[src/rtl/flash_poll_pkg.sv]
package flash_poll_pkg;
  localparam int unsigned DONE_BIT  = 7;
  localparam int unsigned PULSE_BIT = 5;
  localparam int unsigned VOLT_BIT  = 3;

  typedef enum logic [1:0] {
    CAUSE_NONE  = 2'd0,
    CAUSE_PULSE = 2'd1,
    CAUSE_VOLT  = 2'd2,
    CAUSE_TMO   = 2'd3
  } fail_cause_e;

  typedef enum logic [2:0] {
    S_IDLE,
    S_POLL,
    S_POLL_W,
    S_RECHK,
    S_RECHK_W,
    S_EXIT,
    S_EXIT_W,
    S_DONE
  } poll_state_e;
endpackage

[src/rtl/flash_poll_bus.sv]
module flash_poll_bus #(
  parameter int unsigned AW = 16,
  parameter int unsigned DW = 8
) (
  input  logic          clk_i,
  input  logic          rst_ni,
  input  logic          issue_i,
  input  logic          issue_we_i,
  input  logic [AW-1:0] issue_addr_i,
  input  logic [DW-1:0] issue_wdata_i,
  output logic          req_o,
  output logic          we_o,
  output logic [AW-1:0] addr_o,
  output logic [DW-1:0] wdata_o,
  input  logic          ack_i,
  input  logic [DW-1:0] rdata_i,
  output logic          rsp_valid_o,
  output logic [DW-1:0] rsp_data_o
);
  always_ff @(posedge clk_i or negedge rst_ni) begin
    if (!rst_ni) begin
      req_o       <= 1'b0;
      we_o        <= 1'b0;
      addr_o      <= '0;
      wdata_o     <= '0;
      rsp_valid_o <= 1'b0;
      rsp_data_o  <= '0;
    end else begin
      rsp_valid_o <= req_o & ack_i;
      if (req_o && ack_i) begin
        req_o <= 1'b0;
        if (!we_o) rsp_data_o <= rdata_i;
      end else if (issue_i && !req_o) begin
        req_o   <= 1'b1;
        we_o    <= issue_we_i;
        addr_o  <= issue_addr_i;
        wdata_o <= issue_wdata_i;
      end
    end
  end

  AST_REQ_HOLD: assert property (@(posedge clk_i) disable iff (!rst_ni)
    req_o && !ack_i |=> req_o && $stable(addr_o) && $stable(we_o) && $stable(wdata_o));
  AST_RSP_AFTER_ACK: assert property (@(posedge clk_i) disable iff (!rst_ni)
    rsp_valid_o |-> $past(req_o && ack_i));
endmodule

[src/rtl/flash_poll_eval.sv]
module flash_poll_eval
  import flash_poll_pkg::*;
#(
  parameter int unsigned DW = 8
) (
  input  logic          flag_mode_i,
  input  logic          exp_d7_i,
  input  logic [DW-1:0] status_i,
  output logic          complete_o,
  output logic          err_pulse_o,
  output logic          err_volt_o
);
  logic d7;
  logic unused_status;

  assign d7            = status_i[DONE_BIT];
  assign unused_status = ^status_i;

  generate
    if (DW > DONE_BIT) begin : g_ok
      always_comb begin
        complete_o  = flag_mode_i ? d7 : (d7 == exp_d7_i);
        err_pulse_o = status_i[PULSE_BIT];
        err_volt_o  = status_i[VOLT_BIT];
      end
    end
  endgenerate

  initial assert (DW > DONE_BIT);
endmodule

[src/rtl/flash_poll_tmo.sv]
module flash_poll_tmo #(
  parameter int unsigned TW = 8
) (
  input  logic          clk_i,
  input  logic          rst_ni,
  input  logic          load_i,
  input  logic [TW-1:0] limit_i,
  input  logic          inc_i,
  output logic          last_o
);
  localparam int unsigned CW = TW + 1;

  logic [TW-1:0] cnt_q;
  logic [TW-1:0] lim_q;
  logic [CW-1:0] eff_lim;
  logic [CW-1:0] next_cnt;

  assign eff_lim  = (lim_q == '0) ? CW'(1) : {1'b0, lim_q};
  assign next_cnt = {1'b0, cnt_q} + CW'(1);
  assign last_o   = next_cnt >= eff_lim;

  always_ff @(posedge clk_i or negedge rst_ni) begin
    if (!rst_ni) begin
      cnt_q <= '0;
      lim_q <= '0;
    end else if (load_i) begin
      cnt_q <= '0;
      lim_q <= limit_i;
    end else if (inc_i && !last_o) begin
      cnt_q <= cnt_q + TW'(1);
    end
  end

  AST_CNT_BOUND: assert property (@(posedge clk_i) disable iff (!rst_ni)
    {1'b0, cnt_q} < eff_lim);
endmodule

[src/rtl/flash_poll_ctrl.sv]
module flash_poll_ctrl
  import flash_poll_pkg::*;
#(
  parameter int unsigned   AW        = 16,
  parameter int unsigned   DW        = 8,
  parameter int unsigned   TW        = 8,
  parameter logic [AW-1:0] EXIT_ADDR = AW'(16'h0555),
  parameter logic [DW-1:0] EXIT_DATA = DW'(8'hF0)
) (
  input  logic          clk_i,
  input  logic          rst_ni,
  input  logic          start_i,
  input  logic [1:0]    mode_i,
  input  logic [AW-1:0] poll_addr_i,
  input  logic          exp_d7_i,
  input  logic [TW-1:0] max_reads_i,
  output logic          busy_o,
  output logic          done_o,
  output logic          pass_o,
  output logic          fail_o,
  output logic [1:0]    cause_o,
  output logic          bus_req_o,
  output logic          bus_we_o,
  output logic [AW-1:0] bus_addr_o,
  output logic [DW-1:0] bus_wdata_o,
  input  logic          bus_ack_i,
  input  logic [DW-1:0] bus_rdata_i
);
  poll_state_e state_q, state_d;

  logic          flag_mode_q;
  logic          exp_d7_q;
  logic [AW-1:0] addr_q;
  logic          res_pass_q;
  fail_cause_e   cause_q;
  logic          exit_acked_q;
  logic          done_q, pass_q, fail_q;

  logic          issue, issue_we;
  logic [AW-1:0] issue_addr;
  logic [DW-1:0] issue_wdata;
  logic          rsp_valid;
  logic [DW-1:0] rsp_data;
  logic          complete, err_pulse, err_volt;
  logic          accept, tmo_inc, tmo_last;

  assign accept  = (state_q == S_IDLE) && start_i;
  assign tmo_inc = (state_q == S_POLL_W) && rsp_valid && !complete && !err_pulse && !err_volt;

  flash_poll_bus #(.AW(AW), .DW(DW)) u_bus (
    .clk_i        (clk_i),
    .rst_ni       (rst_ni),
    .issue_i      (issue),
    .issue_we_i   (issue_we),
    .issue_addr_i (issue_addr),
    .issue_wdata_i(issue_wdata),
    .req_o        (bus_req_o),
    .we_o         (bus_we_o),
    .addr_o       (bus_addr_o),
    .wdata_o      (bus_wdata_o),
    .ack_i        (bus_ack_i),
    .rdata_i      (bus_rdata_i),
    .rsp_valid_o  (rsp_valid),
    .rsp_data_o   (rsp_data)
  );

  flash_poll_eval #(.DW(DW)) u_eval (
    .flag_mode_i(flag_mode_q),
    .exp_d7_i   (exp_d7_q),
    .status_i   (rsp_data),
    .complete_o (complete),
    .err_pulse_o(err_pulse),
    .err_volt_o (err_volt)
  );

  flash_poll_tmo #(.TW(TW)) u_tmo (
    .clk_i  (clk_i),
    .rst_ni (rst_ni),
    .load_i (accept),
    .limit_i(max_reads_i),
    .inc_i  (tmo_inc),
    .last_o (tmo_last)
  );

  always_comb begin
    state_d     = state_q;
    issue       = 1'b0;
    issue_we    = 1'b0;
    issue_addr  = addr_q;
    issue_wdata = '0;
    unique case (state_q)
      S_IDLE: if (start_i) state_d = S_POLL;
      S_POLL: begin
        issue   = 1'b1;
        state_d = S_POLL_W;
      end
      S_POLL_W: if (rsp_valid) begin
        if (complete)                  state_d = flag_mode_q ? S_EXIT : S_DONE;
        else if (err_pulse || err_volt) state_d = S_RECHK;
        else if (tmo_last)             state_d = S_EXIT;
        else                           state_d = S_POLL;
      end
      S_RECHK: begin
        issue   = 1'b1;
        state_d = S_RECHK_W;
      end
      S_RECHK_W: if (rsp_valid) begin
        state_d = (complete && !flag_mode_q) ? S_DONE : S_EXIT;
      end
      S_EXIT: begin
        issue       = 1'b1;
        issue_we    = 1'b1;
        issue_addr  = EXIT_ADDR;
        issue_wdata = EXIT_DATA;
        state_d     = S_EXIT_W;
      end
      S_EXIT_W: if (rsp_valid) state_d = S_DONE;
      S_DONE:   state_d = S_IDLE;
      default:  state_d = S_IDLE;
    endcase
  end

  always_ff @(posedge clk_i or negedge rst_ni) begin
    if (!rst_ni) begin
      state_q      <= S_IDLE;
      flag_mode_q  <= 1'b0;
      exp_d7_q     <= 1'b0;
      addr_q       <= '0;
      res_pass_q   <= 1'b0;
      cause_q      <= CAUSE_NONE;
      exit_acked_q <= 1'b0;
      done_q       <= 1'b0;
      pass_q       <= 1'b0;
      fail_q       <= 1'b0;
    end else begin
      state_q <= state_d;
      done_q  <= (state_q == S_DONE);
      if (accept) begin
        flag_mode_q  <= (mode_i == 2'b01);
        exp_d7_q     <= exp_d7_i;
        addr_q       <= poll_addr_i;
        res_pass_q   <= 1'b0;
        cause_q      <= CAUSE_NONE;
        exit_acked_q <= 1'b0;
        pass_q       <= 1'b0;
        fail_q       <= 1'b0;
      end
      if (state_q == S_POLL_W && rsp_valid) begin
        if (complete)       res_pass_q <= 1'b1;
        else if (err_pulse) cause_q    <= CAUSE_PULSE;
        else if (err_volt)  cause_q    <= CAUSE_VOLT;
        else if (tmo_last)  cause_q    <= CAUSE_TMO;
      end
      if (state_q == S_RECHK_W && rsp_valid && complete) begin
        res_pass_q <= 1'b1;
        cause_q    <= CAUSE_NONE;
      end
      if (state_q == S_EXIT_W && rsp_valid) exit_acked_q <= 1'b1;
      if (state_q == S_DONE) begin
        pass_q <= res_pass_q;
        fail_q <= !res_pass_q;
      end
    end
  end

  assign busy_o  = (state_q != S_IDLE);
  assign done_o  = done_q;
  assign pass_o  = pass_q;
  assign fail_o  = fail_q;
  assign cause_o = cause_q;

  AST_DONE_PULSE: assert property (@(posedge clk_i) disable iff (!rst_ni)
    done_o |=> !done_o);
  AST_PASS_FAIL_EXCL: assert property (@(posedge clk_i) disable iff (!rst_ni)
    !(pass_o && fail_o));
  AST_READ_ADDR: assert property (@(posedge clk_i) disable iff (!rst_ni)
    bus_req_o && !bus_we_o |-> bus_addr_o == addr_q);
  AST_EXIT_ON_FAIL: assert property (@(posedge clk_i) disable iff (!rst_ni)
    $rose(fail_o) |-> exit_acked_q);
  AST_MODE0_PASS_QUIET: assert property (@(posedge clk_i) disable iff (!rst_ni)
    $rose(pass_o) && !flag_mode_q |-> !exit_acked_q);
  AST_FLAG_PASS_EXIT: assert property (@(posedge clk_i) disable iff (!rst_ni)
    $rose(pass_o) && flag_mode_q |-> exit_acked_q);
endmodule

[config.mk]
export PLATFORM = sky130hd
export DESIGN_NAME = flash_poll_ctrl
export DESIGN_NICKNAME = d
export VERILOG_FILES = /design/src/rtl/flash_poll_pkg.sv /design/src/rtl/flash_poll_bus.sv /design/src/rtl/flash_poll_eval.sv /design/src/rtl/flash_poll_tmo.sv /design/src/rtl/flash_poll_ctrl.sv
export SDC_FILE = /design/constraint.sdc
export NUM_CORES = 1
export LEC_CHECK = 0
export BUFFER_PORTS_ARGS = -buffer_cell sky130_fd_sc_hd__buf_2
export CELL_PAD_IN_SITES_DETAIL_PLACEMENT = 1
export CELL_PAD_IN_SITES_GLOBAL_PLACEMENT = 1
export CORE_MARGIN = 1.5
export CORE_UTILIZATION = 43
export CTS_BUF_LIST = sky130_fd_sc_hd__clkbuf_2
export DETAILED_ROUTE_END_ITERATION = 12
export PLACE_DENSITY_LB_ADDON = 0.1
export SLEW_MARGIN = 10
export SYNTH_ARGS = -nofsm -noshare
export SYNTH_HDL_FRONTEND = slang
export SYNTH_SLANG_ARGS = --single-unit
[constraint.sdc]
create_clock -name clk_i -period 3.6 [get_ports clk_i]
set_input_delay 0.36 -clock clk_i [delete_from_list [all_inputs] [get_ports clk_i]]
set_output_delay 0.36 -clock clk_i [all_outputs]
set_load 0.01 [all_outputs]
* Word level (Yosys, flattened, before mapping) *
Index checks and enable logic that the tools add are counted.

operators by class
  add/sub/neg operators = 2
  order comparisons = 1
  equal/unequal tests = 13
  muxes and demuxes = 34
  bitwise gates (word level) = 3
  reduce and logical (&&, ||, !) cells = 29

operators by type and width
  kind                 number
  $mux 8               4
  $pmux 3 s8           1
  $mux 3               7
  $mux 2               9
  $mux 16              1
  $eq 3x3->1 const B   4
  $mux 1               12
  $logic_and 1x1->1    11
  $add 8x1->9 const B  1
  $ge 9x9->1           1
  $add 8x1->8 const B  1
  $logic_not 8->1      1
  $logic_not 1->1      7
  $eq 3x2->1 const B   2
  $ne 2x1->1 const B   3
  $reduce_bool 2->1    3
  $reduce_and 2->1     2
  $reduce_and 4->1     1
  $eq 3x1->1 const B   1
  $logic_not 3->1      1
  $reduce_bool 3->1    1
  $reduce_or 3->1      1
  $eq 2x1->1 const B   1
  $ne 2x2->1 const B   1
  other kinds (4)      5

storage, ports and cells
  register bits = 78
  word-level logic and storage cells = 99

* Longest topological paths before layout *
  depth in word-level cells = 9
  mapped depth = 10

* Modules after synthesis *
Synthesis repeated with hierarchy kept, for this count alone.

unflattened totals
  cell total of the unflattened synthesis = 340
  area, all modules = 3768.6 sq um

by module, submodules not included
  module           instances  cells each  area each (sq um)
  flash_poll_bus   1          76          1383.8
  flash_poll_ctrl  1          151         1328.8
  flash_poll_tmo   1          109         1028.5
  flash_poll_eval  1          4           27.5

* Least setup slack after synthesis *
No wires, ideal clock.

  path type = register to register
  start point = register u_tmo.cnt_q[0]
  end point = register u_tmo.cnt_q[2]
  arrival time = 2.449 ns
  required time = 3.474 ns
  path slack = 1.025 ns
  cell stages (with the launch flop) = 11
  buffers on the path = 0
  cells stage by stage = dfrtp_1 > ha_1 > and4_4 > nand2_1 > xnor2_1 > ha_1 > a211o_1 > a21oi_1 > o2111a_4 > a21oi_2 > a221o_1

on the way
  word-level cells in the longest chain between the ends = 5

ends and longest elaborated chain
  what                         RTL line              RTL
  start, declared              flash_poll_tmo.sv:13  logic [TW-1:0] cnt_q;
  start signal, assigned       flash_poll_tmo.sv:30  cnt_q <= cnt_q + TW'(1);
  $add 8x1->9                  flash_poll_tmo.sv:19  assign next_cnt = {1'b0, cnt_q} + CW'(1);
  $ge 9x9->1                   flash_poll_tmo.sv:20  assign last_o = next_cnt >= eff_lim;
  $logic_not 1->1              flash_poll_tmo.sv:29  end else if (inc_i && !last_o) begin
  $logic_and 1x1->1            flash_poll_tmo.sv:29
  $reduce_bool 2->1 (no line)  --

Parallel ways exist; a longest one is shown, timed or not. The select of a mux whose other input is x is not followed.
A chain may end at the register's enable or synchronous reset.

* Worst setup path in the final report *
  start point = register u_tmo.cnt_q[1]
  end point = register u_tmo.cnt_q[2]

The elaborated chain is that of the path after synthesis.

==> results.md <==
- Status: finished, final reports clean
- Crit path max fanout: 6
- Worst-Skew Late Latency: 0.49 ns
- Fill cells: 845
- Layout cells sized above 1: 24.4%
- Power Total: 0.00282 W
- Avg Cell Area, Syn: 9.97 µm²
- Hold endpoint: addr_q[11]
- HP Start: poll_addr_i[11]
- Post-route minimum period: 2.98 ns
- Top post-synthesis cells by area: dfrtp_1 52%, nand2_1 8.9%, ha_1 3.6%
- GR Overflow Total: 0
- Worst slew pin tran: 0.865 ns
- Gpl congestion: 0.825
- Most used DFF post-synth: dfrtp_1
- I/O pin cnt: 71
- Fin. Hold Viols: 0
- R2R depth: 10
- Max-cap violations: 0
- Hold path cells: 3
- Synth warn: 0
- Largest net degree at the start of global routing: 31
- Hpwl dp: between 5 and 6 mm
- Share of Yosys cell area claimed by the top area cell type: about 52%
- Drt pass-1 iters: 4
- Setup violators final: 0
- Post-cts sizing count: 0
- Post-synth ARST share: 100%
- Initial antenna violation count: 0
- CTS clk-pin slew, worst paths: 0.21 ns
- CTS sink count: 65
- Setup TNS: 0 ns
- Area occupied by multi-input gates: between 1000 and 1500 µm²
- Port Buffers: 61
- Post-synth EDFFs: 0
- Vias: around 2400
- Row count: 30
- Unique masters post-synth: 55
- Chip height: 88.3 µm
- Crit Path Class: flop to flop
- Hold_buf cts: 4
- Max Fclk: 0.336 GHz
- CP startpoint kind: flop
- Dpl cell area: ~3500 µm²
- Area leader, netlist: dfrtp_1
- Die W: around 88 µm
- Fin Hold WS: 0.0405 ns
- Initial drt markers: 151
- Post-CTS setup repair buffer count: 0
- Placed cell count: 456
- CTS Buffer Depth: 2
- RR Startpoint: u_tmo.cnt_q[1]
- Synth Register Bits: 65
- Post-layout net count: 424
- Syn-to-layout area delta: 16.8%
- Worst EP arrival: 3.36 ns
- Number of remaining DRC errors: 0
- Vias in the first global route: 2503
- Worst Skew: 0.0211 ns
- PwrDens: 772 nW/µm²
- Reg2reg setup slack: 0.62 ns
- Worst EP required: about 4.0 ns
- Slew Limit Fails: 0
- Initial Utilization: 45.3%
- Slew HR: 42.1%
- Maximum vdd drop: 0.000346 V
- FF+latch area: 1630 µm²
- Crit end category: flop
- Final std cells w/o fill: 477
- Hold WC Path Type: input port to flop
- Total Routing Usage GR: about a fifth
- Lkg Pwr: 1.89 nW
- CTS tree: yes
- ANT nets after route: 0
- RSZ-0062 raised after global routing: false
- CTS H-tree depth: 3
- Ant diodes: 0
- Post-route cell area: 3660 µm²
- First-pass GRT wire length: ~12 mm
- Cells after synthesis: 314
- Worst r2r dst: u_tmo.cnt_q[2]
- Full die area: slightly below 8000 µm²
- Via/cell ratio: approximately 5
- Root buffer cell: clkbuf_2
- DRT Wirelength: between 7 and 8 mm
- Avg WL per Cell: 15.3 µm
- TritonCTS buffer count: 9
- Seq/Total Area, Yosys: between 50 and 60%
- Core Area: 6910 µm²
- Fin crit share: 82.6%
- Syn Std Cell Area: 3130 µm²
==> worst max-delay path: stages, from the launching register on <==
cell      delay [ns]
dfrtp_1         0.45
ha_1            0.28
and4_4          0.27
nand2_1         0.10
xnor2_1         0.16
ha_1            0.32
a211o_1         0.26
a21oi_1         0.29
o2111a_4        0.31
a21oi_2         0.11
a221o_1         0.33
==> cells in the mapped netlist, drive strengths merged (7+ instances only) <==
| cell type | number |
|---|---|
| buf | 15 |
| nor2 | 14 |
| ha | 9 |
| o21ai | 19 |
| dfrtp | 65 |
| clkbuf | 7 |
| nand2 | 74 |
| a21oi | 9 |
| a22o | 10 |
| nand3 | 10 |
| inv | 11 |
==> per-layer routing <==
metal	vias up	track usage, %	share of wire [%]
met5	-	0	0
met4	0	8.52	1.4
li1	1199	-	-
met3	8	4.76	4.3
met2	43	32.8	47
met1	1191	27.3	47
==> cell usage in the layout (no fill, tap or decap), types with 2 or more instances in the layout <==
master	netlist	routed
a211oi_1	2	2
a21o_1	2	2
a21oi_1	8	8
a221o_1	2	2
a22o_1	10	10
a41o_1	2	2
and2_1	4	4
buf_2	5	61
buf_4	9	4
bufinv_16	0	2
clkbuf_2	0	9
conb_1	1	4
dfrtp_1	65	65
dlygate4sd3_1	0	5
ha_1	9	9
inv_1	11	11
mux2_2	4	4
nand2_1	74	74
nand2b_1	6	6
nand3_1	10	10
nor2_1	13	13
nor2b_1	3	3
nor3_1	4	4
o21a_1	2	2
o21ai_0	6	6
o21ai_1	13	13
o22a_1	6	6
o311a_1	2	2
xnor2_1	4	4
xor2_1	3	3
==> area by class of cell <==
class                   count  area share (%)
flip-flops and latches     65            44.5
well taps                  96            3.29
repair buffers             70            10.5
inverters                  11            1.13
clock inverters             7            2.57
clock buffers               9            1.23
multi-input cells         219            36.8
==> where the power goes <==
group | switching, W | leakage [nW] | internal [W]
registers | 0.000249 | 0.829 | 0.00102
logic | 0.000582 | 0.980 | 0.000454
clock network | 0.000285 | 0.0799 | 0.000230
total | 0.00112 | 1.89 | 0.00171
==> state kept, by name (all words and copies together) (netlist names) <==
register	cells
u_bus.rsp_data_o	3
u_bus.wdata_o	1
u_bus.rsp_valid_o	1
flag_mode_q	1
u_tmo.cnt_q	8
u_bus.req_o	1
pass_o	1
cause_o	2
fail_o	1
state_q	3
u_bus.addr_o	16
done_o	1
u_tmo.lim_q	8
res_pass_q	1
addr_q	16
exp_d7_q	1
==> worst max-delay path by stage <==
stage / startpoint / endpoint / slack, ns / depth (start not counted)
2_1_floorplan: u_tmo.cnt_q[0] / u_tmo.cnt_q[2] / 1.02 / 10
3_3_place_gp: u_tmo.cnt_q[0] / u_tmo.cnt_q[2] / 0.72 / 10
3_5_place_dp: u_tmo.cnt_q[0] / u_tmo.cnt_q[6] / 0.69 / 10
4_1_cts: u_tmo.cnt_q[1] / u_tmo.cnt_q[2] / 0.64 / 10
5_1_grt: u_tmo.cnt_q[0] / u_tmo.cnt_q[6] / 0.45 / 10
6_report: u_tmo.cnt_q[1] / u_tmo.cnt_q[2] / 0.62 / 10
==> stage by stage <==
stage                     utilization, %  setup slack, ns
after floorplan                        -             1.02
after global placement              50.2            0.724
after detailed placement            50.2            0.686
after CTS                           52.8            0.638
after global routing                52.9            0.450
final                               52.9            0.625
==> logic make-up after synthesis <==
| group | Yosys count | share of synthesized area, % |
|---|---|---|
| AOI/OAI and AO/OA | 67 | 16.1 |
| xor gates and xnor gates | 7 | 1.96 |
| adders and majority gates | 9 | 3.60 |
| buffers and inverters | 33 | 5.48 |
| DFF | 65 | 52.0 |
| muxes | 6 | 2.12 |
| other | 1 | 0.120 |
| and+or+nand+nor | 126 | 18.6 |
Power figures use the tool's default switching activity.
